## config.mk

```make
export PLATFORM = sky130hd
export DESIGN_NAME = macro_call_collector
export DESIGN_NICKNAME = d
export VERILOG_FILES = /design/src/rtl/macro_call_pkg.sv /design/src/rtl/mcc_classifier.sv /design/src/rtl/mcc_param_buf.sv /design/src/rtl/macro_call_collector.sv
export SDC_FILE = /design/constraint.sdc
export NUM_CORES = 1
export LEC_CHECK = 0
export BUFFER_PORTS_ARGS = -buffer_cell sky130_fd_sc_hd__buf_2
export CORE_MARGIN = 5
export CORE_UTILIZATION = 60
export CTS_BUF_LIST = sky130_fd_sc_hd__clkbuf_16
export CTS_CLUSTER_SIZE = 28
export DETAILED_ROUTE_END_ITERATION = 16
export PLACE_DENSITY = 0.88
export RECOVER_POWER = 25
export SLEW_MARGIN = 10
export SYNTH_ARGS = -nofsm -noshare
export SYNTH_HDL_FRONTEND = slang
export SYNTH_SLANG_ARGS = --single-unit
```

## constraint.sdc

```tcl
create_clock -name clk -period 3.41 [get_ports clk]
set_clock_uncertainty 0.2 [all_clocks]
set_input_delay 0.1705 -clock clk [delete_from_list [all_inputs] [get_ports clk]]
set_output_delay 0.1705 -clock clk [all_outputs]
set_load 0.01 [all_outputs]
```

## src/rtl/macro_call_pkg.sv

```systemverilog
package macro_call_pkg;
    typedef enum logic [1:0] {
        ERR_NONE      = 2'd0,
        ERR_ARG_START = 2'd1,
        ERR_INTERRUPT = 2'd2,
        ERR_REG_RANGE = 2'd3
    } mc_err_e;
endpackage

```

## src/rtl/mcc_classifier.sv

```systemverilog
module mcc_classifier #(
    parameter int METHOD_W   = 13,
    parameter int MACRO_BASE = 'hE00,
    parameter int REG_COUNT  = 'hC00
) (
    input  logic [METHOD_W-1:0] method_i,
    input  logic [METHOD_W-1:0] act_m_i,
    output logic                is_reg_o,
    output logic                is_trig_o,
    output logic                is_odd_o,
    output logic                is_cont_o
);
    localparam logic [METHOD_W-1:0] BASE_M = METHOD_W'(MACRO_BASE);
    localparam logic [METHOD_W-1:0] REG_M  = METHOD_W'(REG_COUNT);

    always_comb begin
        is_reg_o  = method_i < REG_M;
        is_trig_o = method_i >= BASE_M;
        is_odd_o  = method_i[0];
        is_cont_o = method_i == (act_m_i + METHOD_W'(1));
    end
endmodule

```

## src/rtl/mcc_param_buf.sv

```systemverilog
module mcc_param_buf #(
    parameter int DEPTH  = 16,
    parameter int DATA_W = 32,
    localparam int IDX_W = $clog2(DEPTH)
) (
    input  logic              clk,
    input  logic              rst_n,
    input  logic              we_i,
    input  logic [IDX_W-1:0]  widx_i,
    input  logic [DATA_W-1:0] wdata_i,
    input  logic [IDX_W-1:0]  ridx_i,
    output logic [DATA_W-1:0] rdata_o
);
    logic [DATA_W-1:0] mem_q [DEPTH];

    for (genvar e = 0; e < DEPTH; e++) begin : g_word
        always_ff @(posedge clk or negedge rst_n) begin
            if (!rst_n) begin
                mem_q[e] <= '0;
            end else if (we_i && widx_i == IDX_W'(e)) begin
                mem_q[e] <= wdata_i;
            end
        end
    end

    assign rdata_o = mem_q[ridx_i];
endmodule

```

## src/rtl/macro_call_collector.sv

```systemverilog
module macro_call_collector
    import macro_call_pkg::*;
#(
    parameter int METHOD_W   = 13,
    parameter int DATA_W     = 32,
    parameter int REM_W      = 16,
    parameter int MACRO_BASE = 'hE00,
    parameter int REG_COUNT  = 'hC00,
    parameter int DEPTH      = 16,
    localparam int ID_W   = METHOD_W - 1,
    localparam int IDX_W  = $clog2(DEPTH),
    localparam int CNT_W  = $clog2(DEPTH + 1)
) (
    input  logic                clk,
    input  logic                rst_n,
    input  logic                in_valid_i,
    input  logic [METHOD_W-1:0] in_method_i,
    input  logic [DATA_W-1:0]   in_value_i,
    input  logic [REM_W-1:0]    in_remaining_i,
    output logic                reg_we_o,
    output logic [METHOD_W-1:0] reg_addr_o,
    output logic [DATA_W-1:0]   reg_wdata_o,
    output logic                disp_valid_o,
    output logic [ID_W-1:0]     disp_id_o,
    output logic [CNT_W-1:0]    disp_count_o,
    output logic                disp_ovf_o,
    input  logic [IDX_W-1:0]    rd_idx_i,
    output logic [DATA_W-1:0]   rd_data_o,
    output logic                err_valid_o,
    output logic [1:0]          err_code_o
);
    localparam logic [METHOD_W-1:0] BASE_M  = METHOD_W'(MACRO_BASE);
    localparam logic [ID_W-1:0]     BASE_HI = BASE_M[METHOD_W-1:1];
    localparam logic [CNT_W-1:0]    DEPTH_C = CNT_W'(DEPTH);

    typedef struct packed {
        logic                active;
        logic [METHOD_W-1:0] act_m;
        logic [CNT_W-1:0]    cnt;
        logic                ovf;
        logic                reg_we;
        logic [METHOD_W-1:0] reg_addr;
        logic [DATA_W-1:0]   reg_wdata;
        logic                disp_valid;
        logic [ID_W-1:0]     disp_id;
        logic [CNT_W-1:0]    disp_cnt;
        logic                disp_ovf;
        logic                err_valid;
        mc_err_e             err_code;
    } st_t;

    st_t st_d, st_q;

    logic is_reg, is_trig, is_odd, is_cont;
    logic store, finish, buf_we;

    mcc_classifier #(
        .METHOD_W  (METHOD_W),
        .MACRO_BASE(MACRO_BASE),
        .REG_COUNT (REG_COUNT)
    ) u_class (
        .method_i (in_method_i),
        .act_m_i  (st_q.act_m),
        .is_reg_o (is_reg),
        .is_trig_o(is_trig),
        .is_odd_o (is_odd),
        .is_cont_o(is_cont)
    );

    mcc_param_buf #(
        .DEPTH (DEPTH),
        .DATA_W(DATA_W)
    ) u_buf (
        .clk    (clk),
        .rst_n  (rst_n),
        .we_i   (buf_we),
        .widx_i (st_q.cnt[IDX_W-1:0]),
        .wdata_i(in_value_i),
        .ridx_i (rd_idx_i),
        .rdata_o(rd_data_o)
    );

    always_comb begin
        st_d            = st_q;
        st_d.reg_we     = 1'b0;
        st_d.disp_valid = 1'b0;
        st_d.err_valid  = 1'b0;
        store           = 1'b0;
        finish          = 1'b0;
        buf_we          = 1'b0;

        if (in_valid_i) begin
            if (st_q.active) begin
                if (is_cont) begin
                    store  = 1'b1;
                    finish = in_remaining_i == '0;
                end else begin
                    st_d.err_valid = 1'b1;
                    st_d.err_code  = ERR_INTERRUPT;
                    st_d.active    = 1'b0;
                    st_d.cnt       = '0;
                    st_d.ovf       = 1'b0;
                end
            end else if (is_trig) begin
                if (is_odd) begin
                    st_d.err_valid = 1'b1;
                    st_d.err_code  = ERR_ARG_START;
                end else begin
                    st_d.active = 1'b1;
                    st_d.act_m  = in_method_i;
                    store       = 1'b1;
                    finish      = in_remaining_i == '0;
                end
            end else if (is_reg) begin
                st_d.reg_we    = 1'b1;
                st_d.reg_addr  = in_method_i;
                st_d.reg_wdata = in_value_i;
            end else begin
                st_d.err_valid = 1'b1;
                st_d.err_code  = ERR_REG_RANGE;
            end
        end

        if (store) begin
            if (st_q.cnt < DEPTH_C) begin
                buf_we   = 1'b1;
                st_d.cnt = st_q.cnt + CNT_W'(1);
            end else begin
                st_d.ovf = 1'b1;
            end
        end

        if (finish) begin
            st_d.disp_valid = 1'b1;
            st_d.disp_id    = st_q.active ? (st_q.act_m[METHOD_W-1:1] - BASE_HI)
                                          : (in_method_i[METHOD_W-1:1] - BASE_HI);
            st_d.disp_cnt   = st_d.cnt;
            st_d.disp_ovf   = st_d.ovf;
            st_d.active     = 1'b0;
            st_d.cnt        = '0;
            st_d.ovf        = 1'b0;
        end
    end

    always_ff @(posedge clk or negedge rst_n) begin
        if (!rst_n) begin
            st_q <= '0;
        end else begin
            st_q <= st_d;
        end
    end

    assign reg_we_o     = st_q.reg_we;
    assign reg_addr_o   = st_q.reg_addr;
    assign reg_wdata_o  = st_q.reg_wdata;
    assign disp_valid_o = st_q.disp_valid;
    assign disp_id_o    = st_q.disp_id;
    assign disp_count_o = st_q.disp_cnt;
    assign disp_ovf_o   = st_q.disp_ovf;
    assign err_valid_o  = st_q.err_valid;
    assign err_code_o   = st_q.err_code;


    disp_after_last_chk: assert property (@(posedge clk) disable iff (!rst_n)
        disp_valid_o |-> $past(in_valid_i && in_remaining_i == '0));


    disp_cnt_bound_chk: assert property (@(posedge clk) disable iff (!rst_n)
        disp_valid_o |-> (disp_count_o <= DEPTH_C && disp_count_o != '0));


    reg_range_chk: assert property (@(posedge clk) disable iff (!rst_n)
        reg_we_o |-> (reg_addr_o < METHOD_W'(REG_COUNT)));


    intrude_err_chk: assert property (@(posedge clk) disable iff (!rst_n)
        (st_q.active && in_valid_i && !is_cont) |=> (err_valid_o && err_code_o == ERR_INTERRUPT));


    disp_err_excl_chk: assert property (@(posedge clk) disable iff (!rst_n)
        !(disp_valid_o && err_valid_o));


    idle_quiet_chk: assert property (@(posedge clk) disable iff (!rst_n)
        !in_valid_i |=> !(reg_we_o || disp_valid_o || err_valid_o));
endmodule

```

# Yosys cells after proc, flatten, opt, wreduce, memory -nomap -nowiden
# Index checks and enable logic that the tools add are counted.
# word_totals
ff_bits,599
input_bits,68
# classes
n_addsub,4
magnitude_cmp,4
eq_ne,19
mux,38
n_bitwise,4
reduce_logical,22
# op_table
operator,count
$mux W46,3
$bmux W32 S4,1
$mux W66,1
$mux W32,2
$eq A4 B4 Y1 const B,8
$mux W14,2
$mux W6,4
$sub A12 B11 Y12 const B,2
$mux W19,1
$mux W3,6
$eq A4 B3 Y1 const B,4
$logic_and A1 B1 Y1,16
$logic_not A16 Y1,1
$mux W1,15
$add A13 B1 Y13 const B,1
$eq A13 B13 Y1,1
$ge A13 B12 Y1 const B,1
$lt A13 B12 Y1 const B,1
$mux W13,1
$mux W12,1
$reduce_and A4 Y1,3
$eq A4 B2 Y1 const B,2
$add A5 B1 Y5 const B,1
$ge A5 B5 Y1 const B,1
other kinds (10),12

# Longest topological paths before layout
# depth
word_depth,8
ltp_mapped,10

# Hierarchy
# Synthesis repeated with hierarchy kept, for this count alone.
# hier_totals
hier_cells,1819
area_unflattened_um2,27352.5
# modules_own_cells
module,n_inst,cells_each,area_per_inst_um2,seq_area_each_um2
mcc_param_buf,1,1404,22765.6,12812.3
macro_call_collector,1,356,4131.5,2202.1
mcc_classifier,1,59,455.4,0.0

# Worst setup path after synthesis
# Ideal clock, no wire load.
# synth_timing
kind,reg2reg
startpoint,register st_q[85] in the netlist's numbering
endpoint,register u_buf.mem_q[245] in the netlist's numbering
t_arrival_ns,2.329
required_time_ns,3.085
setup_slack_ns,0.756
path_stages_with_launch,10
period_less_slack_ns,2.654
path_cell_list,dfrtp_1 xor2_1 nor4_2 nand4_1 and2_1 buf_6 buf_8 nor3_4 buf_6 mux2_2
# synth_between
elab_chain_len,7
# synth_rtl
item,line,source
start: declaration,macro_call_collector.sv:52,"st_t st_d, st_q;"
start signal: assignment,macro_call_collector.sv:149,st_q <= st_d;
$add A13 B1 Y13,mcc_classifier.sv:20,is_cont_o = method_i == (act_m_i + METHOD_W'(1));
$eq A13 B13 Y1,mcc_classifier.sv:20,
$mux W1,macro_call_collector.sv:94,if (is_cont) begin
$mux W1,macro_call_collector.sv:93,if (st_q.active) begin
$mux W1,macro_call_collector.sv:92,if (in_valid_i) begin
$mux W1,macro_call_collector.sv:124,if (store) begin
$logic_and A1 B1 Y1,mcc_param_buf.sv:20,end else if (we_i && widx_i == IDX_W'(e)) begin
end signal: indexed assignment,mcc_param_buf.sv:21,mem_q[e] <= wdata_i;
end: declaration,mcc_param_buf.sv:14,logic [DATA_W-1:0] mem_q [DEPTH];
# Every way passes these cells.
# A chain may end at the register's enable or synchronous reset.

# Final worst setup path
# layout_timing
startpoint,input port in_remaining_i[8]
endpoint,"register st_q, in the netlist disp_id_o[0]"
# layout_between
elab_chain_len,5
# layout_rtl
item,line,source
start: declaration,macro_call_collector.sv:19,"input logic [REM_W-1:0] in_remaining_i,"
$logic_not A16 Y1 *,"macro_call_collector.sv:96, macro_call_collector.sv:112",
$mux W1,macro_call_collector.sv:105,if (is_odd) begin
$mux W1,macro_call_collector.sv:104,end else if (is_trig) begin
$mux W1 *,macro_call_collector.sv:93,
$mux W1 *,macro_call_collector.sv:92,
# Every way passes the cells marked *; elsewhere a longest branch is shown, timed or not.

==> impl_results.md <==
- Placed Instances: 2437
- CTS Hold Bufs: 50
- Share of power burned in combinational logic: 15.0%
- Measured slew at the worst slew-check pin: about 2500 ps
- Placed cell area: 0.02863 mm^2
- Bufs on Longest Clock Path: 3
- Area grow syn2layout: 12.64%
- Total via count after detailed routing: 15909
- Worst slack at placement: about 400 ps
- Yosys warns: 0
- Aggregate negative setup slack: 0 ps
- Die Y: 224.2 um
- Cell type with the largest total area after synthesis: dfrtp_1
- Post-layout net count: 2022
- Count of buffering cells on the critical path with inverters included: 6
- Part of the Yosys area used for sequential elements: 54.45%
- Standard-cell row count: 78
- Wire length of the first global-routing pass: approximately 100 mm
- Fraction of layout cells with a size suffix above 1: 47.74%
- Clk pin slew, worst setup/hold paths: 60 ps
- Pint: 13.21 mW
- Hold Crit Class: in -> reg
- Proportion of synthesized flip-flops having asynchronous set or reset: between 90% and 100%
- Net switching fraction of the power: between 20% and 30%
- Synthesized area: 0.02753 mm^2
- Initial antenna violation count: 0
- Clock tree sinks: 599
- Slowest cell on the critical path: dlygate4sd3_1
- Gp weighted congestion: 0.8198
- Layout Cell Area excl Fill: 0.03101 mm^2
- Sequential cell fraction of total power: 48.9%
- Initial DRC count: 1113
- Setup repair after global routing missed its margin: false
- # diodes: 0
- Number of nets with antenna violations after routing: 0
- Routed wire per std cell: 24.22 um
- Type of destination of the critical path: register
- Top cell type's share of synthesized area: 54.45%
- Final count of pins violating max slew: 96
- Routed wire length: approximately 63 mm
- Maximum achievable frequency: 0.3151 GHz
- Minimum clock period: ~3200 ps
- Core region area: 0.04538 mm^2
- Power Dens Cells: about 570 mW/mm^2
- Post-route worst setup slack: 236.1 ps
- Outcome: finished with violations
- Leftover overflow at the end of global routing: 0
- CTS Root Cell: clkbuf_16
- Commonest cells after routing, fill and taps aside: 599 x dfrtp_1, 464 x mux2_2, 173 x nand2_1, 165 x buf_2, 160 x mux4_2
- Hold violation count in the final report: 0
- Number of synthesized flops with an enable pin: 0
- Effective utilization at floorplan: 60.66%
- Cts repair resizes: 0
- Number of buffers inserted during clock tree synthesis: 59
- Setup repair bufs after CTS: 0
- Violations in the final reports: capacitance limit, slew limit
- Fraction of power consumed by the clock network: 36.1%
- Final setup violation count: 0
- P_leak: 15.20 nW
- Critical path data arrival time: approximately 3500 ps
- Post-detailed-route via-to-cell ratio: between 6 and 7
- Finished Layout Cells: 2592
- Crit path max-delay family: buffers and inverters
- Average size of a mapped cell: 15.18 um^2
- Top FF cell, synth: dfrtp_1
- Count of cell types in the netlist: 45
- Leading post-synthesis cells by cell area: dfrtp_1 54%, mux2_2 19%, mux4_2 13%
- Cells along the critical path: dlygate4sd3_1, buf_2, nor4_1, dlygate4sd3_1, and4_1, dlygate4sd3_1, inv_1, a21oi_4, buf_4, nor2_1, a21oi_1
- Detailed placer's ending HPWL: 38.25 mm
- Global-route usage over all layers: 25.60%
- Count of input and output buffers: between 150 and 200
- Clock tree from TritonCTS: done
- Synthesized netlist cell count: 1813
- Count of state elements after synthesis: 599
- Via count of the first global-routing pass: ~18000
- Leading cell type in the layout, fill and taps excluded: dfrtp_1
- Number of placed I/O pins: 168
- Max_slew headroom: -68.80%
- Source-to-sink clock delay at the later pin of the worst-skew pair: 620 ps
- Setup CP Type: in -> reg
- Count of unresolved DRC violations after routing: 0
- Largest stage delay on the critical path: 640 ps
- Die Footprint: 0.05027 mm^2
- Required time worst endpoint: 3750 ps
- Total nets after synthesis: 1887
- First-pass iteration count of the detailed router: 5
- Critical Path Source Type: input pin
- Tot Pwr: 17.70 mW
- Hold_ws: 155.5 ps
- Peak VDD IR: 0.0004121 V
- Maxcap violations: 1
- Core utilization of the finished layout: 68.33%
- H-tree Lvls: 2
- Worst Path Max Fanout: 29
- Share of the clock period used by the worst path after layout: 93.08%
- Largest net degree at the start of global routing: 101
- Overall die width: about 220 um
- Most Frequent Cell on Critical Path: dlygate4sd3_1
- Total net switching power: 4.499 mW
==> worst paths after layout <==
path,startpoint,endpoint,slack [ps],depth (start not counted)
worst min register to register,reg_wdata_o[17],reg_wdata_o[17],270,2
worst max-delay path,in_remaining_i[8],disp_id_o[0],240,11
worst min-delay path,in_method_i[1],st_q[75],160,4
worst max register to register,st_q[85],u_buf.mem_q[398],330,8
max in group asynchronous,rst_n,reg_addr_o[8],680,3
min in group asynchronous,rst_n,reg_wdata_o[15],700,2
==> state kept, by name, summed over array words and instances (netlist names) <==
signal / count
disp_count_o: 5
disp_id_o: 12
disp_ovf_o: 1
disp_valid_o: 1
err_code_o: 2
err_valid_o: 1
reg_addr_o: 13
reg_wdata_o: 32
reg_we_o: 1
st_q: 19
u_buf.mem_q: 512
==> final cells by class <==
class	instances	area, um^2
Clock inverter	46	422.9
Fill cell	2916	14370
Timing Repair Buffer	279	2092
Multi-Input combinational cell	1001	11250
Clock buffer	59	1476
Inverter	8	30.03
Sequential cell	599	14990
Tap cell	600	750.7
==> logic make-up (layout without fill, tap and decap cells) <==
logic type / count (synthesis) / after routing / share of synthesized area [%]
buffers and inverters: 213 / 392 / 4.781
adders and majority gates: 6 / 6 / 0.2727
AOI/OAI and AO/OA: 46 / 46 / 1.009
DFF: 599 / 599 / 54.45
muxes: 686 / 686 / 34.56
and+or+nand+nor: 246 / 246 / 4.390
xor gates and xnor gates: 17 / 17 / 0.5409
==> worst register-to-register path, cell delays in order (launching register included) <==
cell and delay, ps:
dfrtp_1 420, xor2_1 180, nor4_2 320, nand4_1 220
and2_1 220, buf_4 260, nor4_4 290, buf_4 420
mux2_2 420
==> power groups by stage <==
stage	clock network [mW]	registers, mW	logic [mW]
floorplan	0	8.54	1.99
global placement	0	8.65	2.50
detailed placement	0	8.75	2.62
CTS	6.51	8.64	2.69
global route	6.82	8.75	2.89
finish	6.39	8.66	2.65
==> Yosys cell counts, types with 2 or more instances <==
master,n
nand3_1,7
xor2_1,9
nor2_1,25
o21a_1,2
a22oi_1,2
a22o_1,2
buf_1,21
inv_1,7
nor3_4,9
mux2i_1,10
o21ai_0,9
and4_1,5
xnor2_1,8
nor4_4,4
nor3_2,2
a211oi_1,2
and3_1,3
mux2_2,464
buf_2,8
mux4_2,160
buf_4,76
and2_1,3
dfrtp_1,599
buf_6,28
nor3_1,4
nor4_1,4
a21oi_1,21
ha_1,6
nand2_1,173
nand4_1,4
clkbuf_1,71
mux2_1,52
==> routing by layer <==
| metal | wire length [um] | share of wire [%] | vias to the layer above | GRT usage (%) |
|---|---|---|---|---|
| li1 | - | - | 6787 | - |
| met4 | 2041 | 3.3 | 0 | 8.780 |
| met5 | 0 | 0 | - | 0 |
| met1 | 25680 | 41 | 8546 | 34.98 |
| met3 | 3115 | 5.0 | 136 | 4.207 |
| met2 | 31940 | 51 | 440 | 42.55 |
No activity file was read; power rests on OpenSTA's default activity.
